===== src/rtl/xbus_pkg.sv =====
package xbus_pkg;

    typedef enum logic [1:0] {
        KIND_IDLE     = 2'd0,
        KIND_INTERNAL = 2'd1,
        KIND_EXTERNAL = 2'd2
    } req_kind_e;

    function automatic req_kind_e classify(input logic valid, input logic internal);
        if (!valid)
            return KIND_IDLE;
        else if (internal)
            return KIND_INTERNAL;
        else
            return KIND_EXTERNAL;
    endfunction

endpackage


===== src/rtl/xbus_area_tracker.sv =====
module xbus_area_tracker #(
    parameter int AREA_W = 2
) (
    input  logic                 clk,
    input  logic                 rst,
    input  xbus_pkg::req_kind_e  kind,
    input  logic [AREA_W-1:0]    area_in,
    output logic                 held,
    output logic [AREA_W-1:0]    held_area
);
    import xbus_pkg::*;

    always_ff @(posedge clk) begin
        if (rst) begin
            held      <= 1'b0;
            held_area <= '0;
        end else begin
            case (kind)
                KIND_EXTERNAL: begin
                    held      <= 1'b1;
                    held_area <= area_in;
                end
                KIND_INTERNAL: held <= 1'b0;
                default: ;
            endcase
        end
    end
endmodule


===== src/rtl/xbus_cs_decode.sv =====
module xbus_cs_decode #(
    parameter int NUM_AREAS = 4,
    parameter int AREA_W    = 2
) (
    input  logic                  held,
    input  logic [AREA_W-1:0]     held_area,
    output logic [NUM_AREAS-1:0]  cs_n
);
    for (genvar g = 0; g < NUM_AREAS; g++) begin : g_sel
        assign cs_n[g] = !(held && (held_area == AREA_W'(g)));
    end
endmodule


===== src/rtl/xbus_addr_hold.sv =====
module xbus_addr_hold #(
    parameter int ADDR_W = 24
) (
    input  logic                 clk,
    input  logic                 rst,
    input  xbus_pkg::req_kind_e  kind,
    input  logic [ADDR_W-1:0]    addr_in,
    output logic [ADDR_W-1:0]    addr_q
);
    import xbus_pkg::*;

    always_ff @(posedge clk) begin
        if (rst)
            addr_q <= '0;
        else if (kind == KIND_EXTERNAL)
            addr_q <= addr_in;
    end
endmodule


===== src/rtl/xbus_cs_sequencer.sv =====
module xbus_cs_sequencer #(
    parameter int ADDR_W    = 24,
    parameter int NUM_AREAS = 4,
    localparam int AREA_W   = (NUM_AREAS > 1) ? $clog2(NUM_AREAS) : 1
) (
    input  logic                  clk,
    input  logic                  rst,
    input  logic                  req_valid,
    input  logic                  req_internal,
    input  logic [AREA_W-1:0]     req_area,
    input  logic [ADDR_W-1:0]     req_addr,
    output logic [ADDR_W-1:0]     addr_out,
    output logic [NUM_AREAS-1:0]  cs_n
);
    import xbus_pkg::*;

    req_kind_e          kind;
    logic               held;
    logic [AREA_W-1:0]  held_area;

    assign kind = classify(req_valid, req_internal);

    xbus_area_tracker #(.AREA_W(AREA_W)) u_track (
        .clk       (clk),
        .rst       (rst),
        .kind      (kind),
        .area_in   (req_area),
        .held      (held),
        .held_area (held_area)
    );

    xbus_cs_decode #(.NUM_AREAS(NUM_AREAS), .AREA_W(AREA_W)) u_dec (
        .held      (held),
        .held_area (held_area),
        .cs_n      (cs_n)
    );

    xbus_addr_hold #(.ADDR_W(ADDR_W)) u_addr (
        .clk     (clk),
        .rst     (rst),
        .kind    (kind),
        .addr_in (req_addr),
        .addr_q  (addr_out)
    );
endmodule


===== config.mk =====
export PLATFORM = sky130hd
export DESIGN_NAME = xbus_cs_sequencer
export DESIGN_NICKNAME = d
export VERILOG_FILES = /design/src/rtl/xbus_pkg.sv /design/src/rtl/xbus_area_tracker.sv /design/src/rtl/xbus_cs_decode.sv /design/src/rtl/xbus_addr_hold.sv /design/src/rtl/xbus_cs_sequencer.sv
export SDC_FILE = /design/constraint.sdc
export NUM_CORES = 1
export LEC_CHECK = 0
export BUFFER_PORTS_ARGS = -buffer_cell sky130_fd_sc_hd__clkbuf_2
export CAP_MARGIN = 20
export CORE_MARGIN = 1.5
export CORE_UTILIZATION = 46
export CTS_CLUSTER_DIAMETER = 120
export DETAILED_ROUTE_END_ITERATION = 10
export GPL_TIMING_DRIVEN = 0
export HOLD_SLACK_MARGIN = 0.15
export PLACE_DENSITY = 0.78
export SLEW_MARGIN = 20
export SYNTH_ARGS = -nofsm -noshare
export SYNTH_HDL_FRONTEND = slang
export SYNTH_SLANG_ARGS = --single-unit

===== constraint.sdc =====
create_clock -name clk -period 1.15 [get_ports clk]
set_clock_uncertainty 0.2 [all_clocks]
set_input_delay 0.115 -clock clk [delete_from_list [all_inputs] [get_ports clk]]
set_output_delay 0.115 -clock clk [all_outputs]
set_load 0.01 [all_outputs]

==> results.sh, run 1 <==
export IMPL_yosys_area_top_type="dfxtp_1"
export IMPL_wl_per_cell_um=15.36
export IMPL_timing_hold_ws_ns=-0.02095
export IMPL_maxCapViolCount=0
export IMPL_place_congestion=0.7575
export IMPL_synth_area_leaders="dfxtp_1, nand4bb_1, nand2b_1"
export IMPL_h_tree_depth=1
export IMPL_synth_distinct_cells=17
export IMPL_crit_fanout=2
export IMPL_cts_max_path_buffers=2
export IMPL_synth_top_area_share_pct=40.64
export IMPL_avgSynthCellArea_um2=10.64
export IMPL_start_util_pct=48.23
export IMPL_drcViolationCount=0
export IMPL_ir_drop_v=0.0008692
export IMPL_num_vias=1339
export IMPL_die_area_mm2=0.003223
export IMPL_antenna_cells=0
export IMPL_tightest_slew_ns=0.3703
export IMPL_syn2layout_area_growth_pct=63.03
export IMPL_setup_ws_ns=-0.3259
export IMPL_io_pins=58
export IMPL_maxSlewViolCount=0
export IMPL_cp_arrival_ns=1.16
export IMPL_hpwl_um=2279
export IMPL_dr_pass1_iters=4
export IMPL_die_h_um=56.77
export IMPL_end_kind="output port"
export IMPL_fin_crit_sh_pct=128.3
export IMPL_timing_fmax_mhz=677.5
export IMPL_fp_row_count=19
export IMPL_cts_tree="yes"
export IMPL_ys_ff_latch=27
export IMPL_antenna_found_initial=0
export IMPL_netlist_instances=125
export IMPL_fin_total_pwr_mw=1.905
export IMPL_clk_insertion_delay_late_ns=0.33
export IMPL_yosysSeqAreaShare_pct=40.64
export IMPL_grt_pass1_vias=1370
export IMPL_hp_start="rst"
export IMPL_critPathRequiredTime_ns=0.83
export IMPL_mappedNetlistArea_mm2=0.001330
export IMPL_leakage_nw=0.9203
export IMPL_grt_overflow_total=0
export IMPL_status="complete, but fails checks"
export IMPL_finalSetupViolCount=31
export IMPL_cts_buffers=3
export IMPL_root_buffer="clkbuf_4"
export IMPL_synth_nets=155
export IMPL_gr_usage_all_layers_pct=24.20
export IMPL_power_density_mw_per_mm2=878.6
export IMPL_slew_headroom_pct=75.23
export IMPL_crit_path_start="u_track.held_area[0]$_SDFFE_PP0N_"
export IMPL_grt_pass1_wl_um=6092
export IMPL_r2r_start="u_track.held_area[1]$_SDFFE_PP0N_"
export IMPL_drive_above_1_share_pct=54.91
export IMPL_crit_type="register to output port"
export IMPL_drtAntennaViolNets=0
export IMPL_coreArea_mm2=0.002758
export IMPL_io_buffers=56
export IMPL_wl_um=3918
export IMPL_min_period_ns=1.476
export IMPL_synth_warnings=0
export IMPL_hold_violations=4
export IMPL_rsz0062_at_grt="true"
export IMPL_numClockSinks=27
export IMPL_die_width_um=56.77
export IMPL_final_nets=255
export IMPL_hp_class="primary input to register"
export IMPL_drtIter0Drc=41
export IMPL_grt_max_degree=15
export IMPL_violations="hold timing, setup timing"
export IMPL_clkTransAtPathRegs_ns=0.14
export IMPL_vias_per_cell=5.251
export IMPL_critPathLaunchType="register"
logic make-up after synthesis:
group           Yosys count  synth area share [%]
simple gates             58                 37.91
buf+inv                  13                 7.902
compound gates           27                 13.55
flops                    27                 40.64
final cells by class:
| type | count | area, µm² |
|---|---|---|
| Buffer | 13 | 106.4 |
| Clock buffer | 4 | 26.28 |
| Fill cell | 187 | 589.3 |
| Multi-Input combinational cell | 85 | 684.4 |
| Sequential cell | 27 | 574.3 |
| Tap cell | 31 | 38.79 |
| Timing Repair Buffer | 95 | 738.2 |
sequential cells by signal, indices dropped and copies added, names as in the netlist:
register and flops:
u_track.held_area 2, u_track.held 1, u_addr.addr_q 24
placed cells by master (no fill, tap or decap):
master / n
nand2b_1: 26
o21ai_0: 3
nor2b_4: 1
nand3b_1: 2
or3b_1: 1
buf_2: 8
nand3_1: 1
buf_4: 11
dlygate4sd3_1: 27
nand4bb_1: 26
o21ai_1: 13
buf_6: 20
nor2_2: 1
buf_12: 1
dfxtp_2: 27
clkbuf_1: 2
o21ai_2: 10
clkbuf_2: 39
clkbuf_4: 4
a211oi_2: 1
power breakdown:
group	internal [mW]	leakage, nW	switching (mW)
combinational	0.281	0.673	0.186
sequential	0.991	0.232	0.0301
clock	0.136	0.0150	0.281
synth_stat cells:
cell type,n
o21ai_2,10
a211oi_2,1
buf_2,5
nand4bb_1,26
nor2b_4,1
buf_12,1
clkbuf_1,2
dfxtp_1,27
o21ai_0,3
nor2_2,1
buf_6,4
o21ai_1,13
clkbuf_4,1
nand3b_1,2
or3b_1,1
nand3_1,1
nand2b_1,26
repair_timing:
item,4_1_cts,5_1_grt
buffers inserted,4,8
pin swaps,1,0
resized for setup,5,58
endpoints found under the hold margin,27,27
hold buffers,28,1
endpoints found under the setup margin,5,55
metrics by stage:
stage / worst slack, ns / util [%] / cells / instance area (µm²) / TNS [ns]
final: -0.3259 / 78.63 / 255 / 2168 / -7.259
after global routing: -0.3731 / 78.63 / 255 / 2168 / -8.861
after CTS: -0.3254 / 72.32 / 248 / 1994 / -6.708
after detailed placement: -0.03652 / 59.80 / 212 / 1649 / -0.03870
after global placement: -0.03092 / 59.80 / 212 / 1649 / -0.03092
after floorplan: 0.07168 / - / 125 / 1330 / 0
worst paths after layout:
check | slack, ns | cells after the start | end
setup / recovery | -0.33 | 2 | cs_n[0]
hold / removal | -0.02 | 3 | u_addr.addr_q[6]$_SDFFE_PP0N_
setup reg to reg | 0.16 | 4 | u_track.held_area[1]$_SDFFE_PP0N_
hold reg to reg | 0.28 | 2 | u_addr.addr_q[11]$_SDFFE_PP0N_
per-layer routing:
layer / GRT usage, % / wire [µm] / vias up
met1: 27.07 / 1552 / 635
met5: 0 / 0 / -
met2: 43.69 / 2105 / 43
li1: - / - / 648
met4: 11.63 / 113 / 0
met3: 4.378 / 147 / 13
worst max-delay path: stages, from the launching register on:
cell      delay [ns]
dfxtp_2         0.34
or3b_1          0.36
clkbuf_2        0.13
No activity file was read; power rests on OpenSTA's default activity.
==> run 2, diff against run 1 <==
--- a/config.mk
+++ b/config.mk
@@ -8,12 +8,11 @@
 export BUFFER_PORTS_ARGS = -buffer_cell sky130_fd_sc_hd__clkbuf_2
 export CAP_MARGIN = 20
 export CORE_MARGIN = 1.5
-export CORE_UTILIZATION = 46
+export CORE_UTILIZATION = 30
 export CTS_CLUSTER_DIAMETER = 120
 export DETAILED_ROUTE_END_ITERATION = 10
 export GPL_TIMING_DRIVEN = 0
 export HOLD_SLACK_MARGIN = 0.15
-export PLACE_DENSITY = 0.78
 export SLEW_MARGIN = 20
 export SYNTH_ARGS = -nofsm -noshare
 export SYNTH_HDL_FRONTEND = slang
==> run 2 against run 1 <==
Net effect: the run still ends with hold timing, setup timing left; core utilization down 32 points; sequential power about the same; non-clock buffer count down 10; clock power up 31%; routed wire length down 12%; count of clock-buffer cells in the layout unchanged; largest power group unchanged.
==> results.sh, run 2 (synthesized netlist as in run 1, its figures left out) <==
export IMPL_status="complete, but fails checks"
export IMPL_violations="hold timing, setup timing"
export IMPL_gr_usage_all_layers_pct=14.84
export IMPL_crit_fanout=2
export IMPL_tightest_slew_ns=0.3751
export IMPL_drive_above_1_share_pct=41.59
export IMPL_power_density_mw_per_mm2=972.2
export IMPL_cts_tree="yes"
export IMPL_final_nets=245
export IMPL_numClockSinks=27
export IMPL_r2r_cells=3
export IMPL_clk_insertion_delay_late_ns=0.27
export IMPL_layout_commonest_cell="clkbuf_2"
export IMPL_die_h_um=69.59
export IMPL_largest_register_ffs=24
export IMPL_start_util_pct=30.76
export IMPL_grt_pass1_wl_um=5892
export IMPL_io_pins=58
export IMPL_top_regs="u_addr.addr_q: 24 flops, u_track.held_area: 2 flops, u_track.held: 1 flops"
export IMPL_gr_max_usage_layer="met2"
export IMPL_place_inst=233
export IMPL_cts_hold_buf=26
export IMPL_syn2layout_area_growth_pct=51.36
export IMPL_die_width_um=69.59
export IMPL_hold_end="u_addr.addr_q[9]$_SDFFE_PP0N_"
export IMPL_timing_fmax_mhz=714.6
export IMPL_crit_type="register to output port"
export IMPL_critPathLaunchType="register"
export IMPL_use_met2_pct=25.32
export IMPL_wl_per_cell_um=13.00
export IMPL_setup_ws_ns=-0.2495
export IMPL_cp_arrival_ns=1.08
export IMPL_h_tree_depth=1
export IMPL_globalRouteMet3Util_pct=1.599
export IMPL_holdPathStages=3
export IMPL_critPathRequiredTime_ns=0.83
export IMPL_die_area_mm2=0.004842
export IMPL_grt_max_degree=15
export IMPL_hp_start="req_internal"
export IMPL_fin_total_pwr_mw=1.957
export IMPL_hp_class="primary input to register"
export IMPL_drtAntennaViolNets=0
export IMPL_stdcell_count=266
export IMPL_finalSetupViolCount=4
export IMPL_maxCapViolCount=0
export IMPL_num_vias=1232
export IMPL_rrSetupSlack_ns=0.18
export IMPL_fp_row_count=24
export IMPL_hold_violations=7
export IMPL_leakage_nw=0.8358
export IMPL_antenna_found_initial=0
export IMPL_slew_headroom_pct=74.99
export IMPL_maxSlewViolCount=0
export IMPL_grt_pass1_vias=1268
export IMPL_min_period_ns=1.399
export IMPL_wl_um=3459
export IMPL_drcViolationCount=0
export IMPL_antenna_cells=0
export IMPL_timing_rr_end="u_track.held$_SDFFE_PP0P_"
export IMPL_drtIter0Drc=69
export IMPL_place_ws_ns=-0.04080
export IMPL_io_buffers=56
export IMPL_rsz0062_at_grt="true"
export IMPL_place_congestion=0.7027
export IMPL_grt_overflow_total=0
export IMPL_cts_max_path_buffers=2
export IMPL_final_core_util_pct=46.56
export IMPL_met1_usage_pct=18.86
export IMPL_root_buffer="clkbuf_8"
export IMPL_dr_pass1_iters=4
export IMPL_final_cell_mix="clkbuf_2, nand2b_1, nand4bb_1, dlygate4sd3_1, dfxtp_1"
export IMPL_end_kind="output port"
export IMPL_fillers=398
export IMPL_vias_per_cell=4.632
export IMPL_ir_drop_v=0.0004054
export IMPL_clkTransAtPathRegs_ns=0.09
export IMPL_cts_buffers=3
export IMPL_coreArea_mm2=0.004324
export IMPL_fin_crit_sh_pct=121.7
export IMPL_top_register="u_addr.addr_q"
export IMPL_timing_hold_ws_ns=-0.03714
export IMPL_r2r_start="u_track.held$_SDFFE_PP0P_"
export IMPL_hpwl_um=2219
export IMPL_crit_path_start="u_track.held_area[0]$_SDFFE_PP0N_"
run 2: cell types whose count changed in the layout (fill, tap and decap cells not counted), moves of 2 or more:
cell      delta
clkbuf_4     -3
dfxtp_1     +24
buf_4        -9
dfxtp_2     -25
clkbuf_2    +16
buf_6       -15
buf_2        -2
clkbuf_8     +3
run 2: repair_timing:
action,CTS,global route
endpoints found under the hold margin,27,17
resized for setup,5,1
pin swaps,1,0
buffers inserted,3,0
endpoints found under the setup margin,4,4
run 2: report_power, final:
group	switching [mW]	internal [mW]	total (mW)
clock network	0.297	0.248	0.546
logic	0.171	0.233	0.405
registers	0.0251	0.981	1.01
run 2: worst max path at each step:
stage	to	slack (ns)	depth (start not counted)
final	cs_n[0]	-0.25	2
after global routing	cs_n[0]	-0.29	2
after floorplan	cs_n[0]	0.07	1
after global placement	cs_n[0]	-0.04	2
after CTS	cs_n[0]	-0.26	2
after detailed placement	cs_n[0]	-0.04	2
run 2: stage by stage:
step,cell area (µm²),setup TNS (ns)
3_5_place_dp,1675,-0.04592
5_1_grt,2013,-0.8717
6_report,2013,-0.6707
3_3_place_gp,1675,-0.2397
2_1_floorplan,1330,0
4_1_cts,2013,-0.7267
run 2: cell type report:
| cell class | count | area (µm²) | area share (%) |
|---|---|---|---|
| buffer | 13 | 105.1 | 5.221 |
| sequential | 27 | 546.8 | 27.16 |
| clock buffer | 4 | 45.04 | 2.237 |
| tap | 52 | 65.06 | 3.232 |
| timing repair buffer | 85 | 566.8 | 28.15 |
| multi-input combinational | 85 | 684.4 | 34.00 |
run 2: per-layer routing:
layer / part of all wire (%) / vias to the layer above
li1: - / 627
met1: 46 / 567
met2: 50 / 31
met3: 2.9 / 7
met4: 1.9 / 0
met5: 0 / -
run 2: critical path: stages (launching register included):
cell and delay [ns]:
dfxtp_2 0.33, or3b_1 0.36, clkbuf_2 0.13
==> run 3, diff against run 2 <==
--- a/config.mk
+++ b/config.mk
@@ -13,6 +13,7 @@
 export DETAILED_ROUTE_END_ITERATION = 10
 export GPL_TIMING_DRIVEN = 0
 export HOLD_SLACK_MARGIN = 0.15
+export REMOVE_ABC_BUFFERS = 1
 export SLEW_MARGIN = 20
 export SYNTH_ARGS = -nofsm -noshare
 export SYNTH_HDL_FRONTEND = slang
==> run 3 against run 2 <==
Net effect: the run ends with setup timing left; via count shrank 0.97%; non-clock buffer count shrank 6; flip-flop and latch count is the same; count of clock-buffer cells in the layout shrank 1; critical path type unchanged; largest cell class unchanged; largest power group unchanged.
==> results.sh, run 3 (synthesized netlist as in run 1, its figures left out) <==
export IMPL_wl_um=3320
export IMPL_die_width_um=69.59
export IMPL_tightest_slew_ns=0.6846
export IMPL_gr_usage_all_layers_pct=13.92
export IMPL_h_tree_depth=1
export IMPL_grt_pass1_wl_um=5533
export IMPL_end_kind="output port"
export IMPL_maxSlewViolCount=0
export IMPL_vias_per_cell=4.674
export IMPL_setup_ws_ns=-0.2444
export IMPL_fp_row_count=24
export IMPL_critPathLaunchType="register"
export IMPL_grt_overflow_total=0
export IMPL_drive_above_1_share_pct=42.11
export IMPL_place_congestion=0.7100
export IMPL_slew_headroom_pct=54.36
export IMPL_root_buffer="clkbuf_8"
export IMPL_antenna_cells=0
export IMPL_min_period_ns=1.394
export IMPL_final_core_util_pct=46.61
export IMPL_wl_per_cell_um=12.72
export IMPL_clkTransAtPathRegs_ns=0.09
export IMPL_globalRouteMet3Util_pct=3.634
export IMPL_grt_pass1_vias=1182
export IMPL_largest_register_ffs=24
export IMPL_timing_fmax_mhz=717.2
export IMPL_multiInputGateArea_um2=703.2
export IMPL_fin_crit_sh_pct=121.3
export IMPL_power_switching_mw=0.4966
export IMPL_power_internal_mw=1.460
export IMPL_rsz0062_at_grt="true"
export IMPL_dr_pass1_iters=4
export IMPL_place_area_mm2=0.001575
export IMPL_seq_power_share_pct=51.5
export IMPL_syn2layout_area_growth_pct=51.55
export IMPL_cp_arrival_ns=1.08
export IMPL_start_util_pct=30.76
export IMPL_final_nets=240
export IMPL_violations="setup timing"
export IMPL_fillers=417
export IMPL_cts_tree="yes"
export IMPL_pwr_share_comb_pct=20.7
export IMPL_power_density_mw_per_mm2=970.8
export IMPL_grt_max_degree=54
export IMPL_critPathRequiredTime_ns=0.83
export IMPL_clk_insertion_delay_late_ns=0.27
export IMPL_met1_usage_pct=17.77
export IMPL_finalSetupViolCount=4
export IMPL_io_pins=58
export IMPL_cts_hold_buf=26
export IMPL_io_buffers=57
export IMPL_die_area_mm2=0.004842
export IMPL_swShare_pct=25.38
export IMPL_drtIter0Drc=62
export IMPL_layout_commonest_cell="clkbuf_2"
export IMPL_num_vias=1220
export IMPL_coreArea_mm2=0.004324
export IMPL_seq_area_um2=544.3
export IMPL_final_cell_mix="clkbuf_2, nand2b_1, nand4bb_1, dlygate4sd3_1, dfxtp_1"
export IMPL_antenna_found_initial=0
export IMPL_drcViolationCount=0
export IMPL_status="complete, but fails checks"
export IMPL_top_register="u_addr.addr_q"
export IMPL_crit_fanout=2
export IMPL_clkPwrFrac_pct=27.9
export IMPL_cts_max_path_buffers=2
export IMPL_hold_violations=0
export IMPL_leakage_nw=0.8295
export IMPL_crit_type="register to output port"
export IMPL_use_met2_pct=24.15
export IMPL_hp_class="primary input to register"
export IMPL_final_cell_area_mm2=0.002016
export IMPL_numClockSinks=27
export IMPL_drtAntennaViolNets=0
export IMPL_ir_drop_v=0.0009306
export IMPL_gr_max_usage_layer="met2"
export IMPL_cts_buffers=3
export IMPL_maxCapViolCount=0
export IMPL_hpwl_um=1821
export IMPL_die_h_um=69.59
export IMPL_top_regs="u_addr.addr_q: 24 flops, u_track.held_area: 2 flops, u_track.held: 1 flops"
==> run 3: changes by cell type in the layout (fill, tap and decap cells not counted), sizes merged <==
| cell | change |
|---|---|
| clkbuf | -4 |
| buf | -3 |
| clkinvlp | +1 |
| nor2b | +1 |
==> run 3: what timing repair did <==
action                                  CTS  global route
setup buffers                             6             3
endpoints found under the setup margin   30             9
cloned                                    1             0
gates resized for setup                   7             4
hold endpoints to repair                 27             1
==> run 3: metal layers <==
layer	share of wire, %	vias to the layer above
met5	0	-
met4	0.51	0
met3	4.0	2
met2	47	31
met1	48	568
li1	-	619
==> run 3: cell type report <==
type | instances | share of cell area (%)
multi-input combinational | 86 | 34.89
timing repair buffer | 92 | 32.46
sequential | 27 | 27.00
tap | 52 | 3.228
clock buffer | 3 | 2.048
clock inverter | 1 | 0.3724
==> run 3: final timing paths <==
path,startpoint,end,slack [ns],cells after the start
setup / recovery,u_track.held_area[1]$_SDFFE_PP0N_,cs_n[0],-0.24,2
hold / removal,req_valid,u_track.held$_SDFFE_PP0P_,0.15,2
setup reg to reg,u_track.held_area[0]$_SDFFE_PP0N_,u_track.held_area[0]$_SDFFE_PP0N_,0.04,5
hold reg to reg,u_addr.addr_q[19]$_SDFFE_PP0N_,u_addr.addr_q[19]$_SDFFE_PP0N_,0.27,2
==> run 3: worst max-delay path, stage by stage, from the launching register on <==
cell	delay, ns
dfxtp_2	0.33
or3b_1	0.36
clkbuf_2	0.13
==> run 3: per-stage QoR <==
step,setup slack [ns],hold slack [ns],TNS [ns],cells,power [mW]
global placement,-0.7898,0.1816,-19.07,221,1.315
CTS,-0.2563,0.1414,-0.6726,258,1.979
floorplan,0.07168,-0.02035,0,112,1.162
global route,-0.2809,0.1488,-0.8244,261,2.068
finish,-0.2444,0.1470,-0.6187,261,1.957
detailed placement,-0.8208,0.1877,-19.98,221,1.320
==> run 3: power groups by stage <==
stage               clock (mW)  sequential (mW)  combinational, mW
global placement             0             1.03              0.285
finish                   0.545             1.01              0.404
global route             0.616             1.01              0.438
CTS                      0.578             1.01              0.393
floorplan                    0             1.05              0.114
detailed placement           0             1.03              0.289
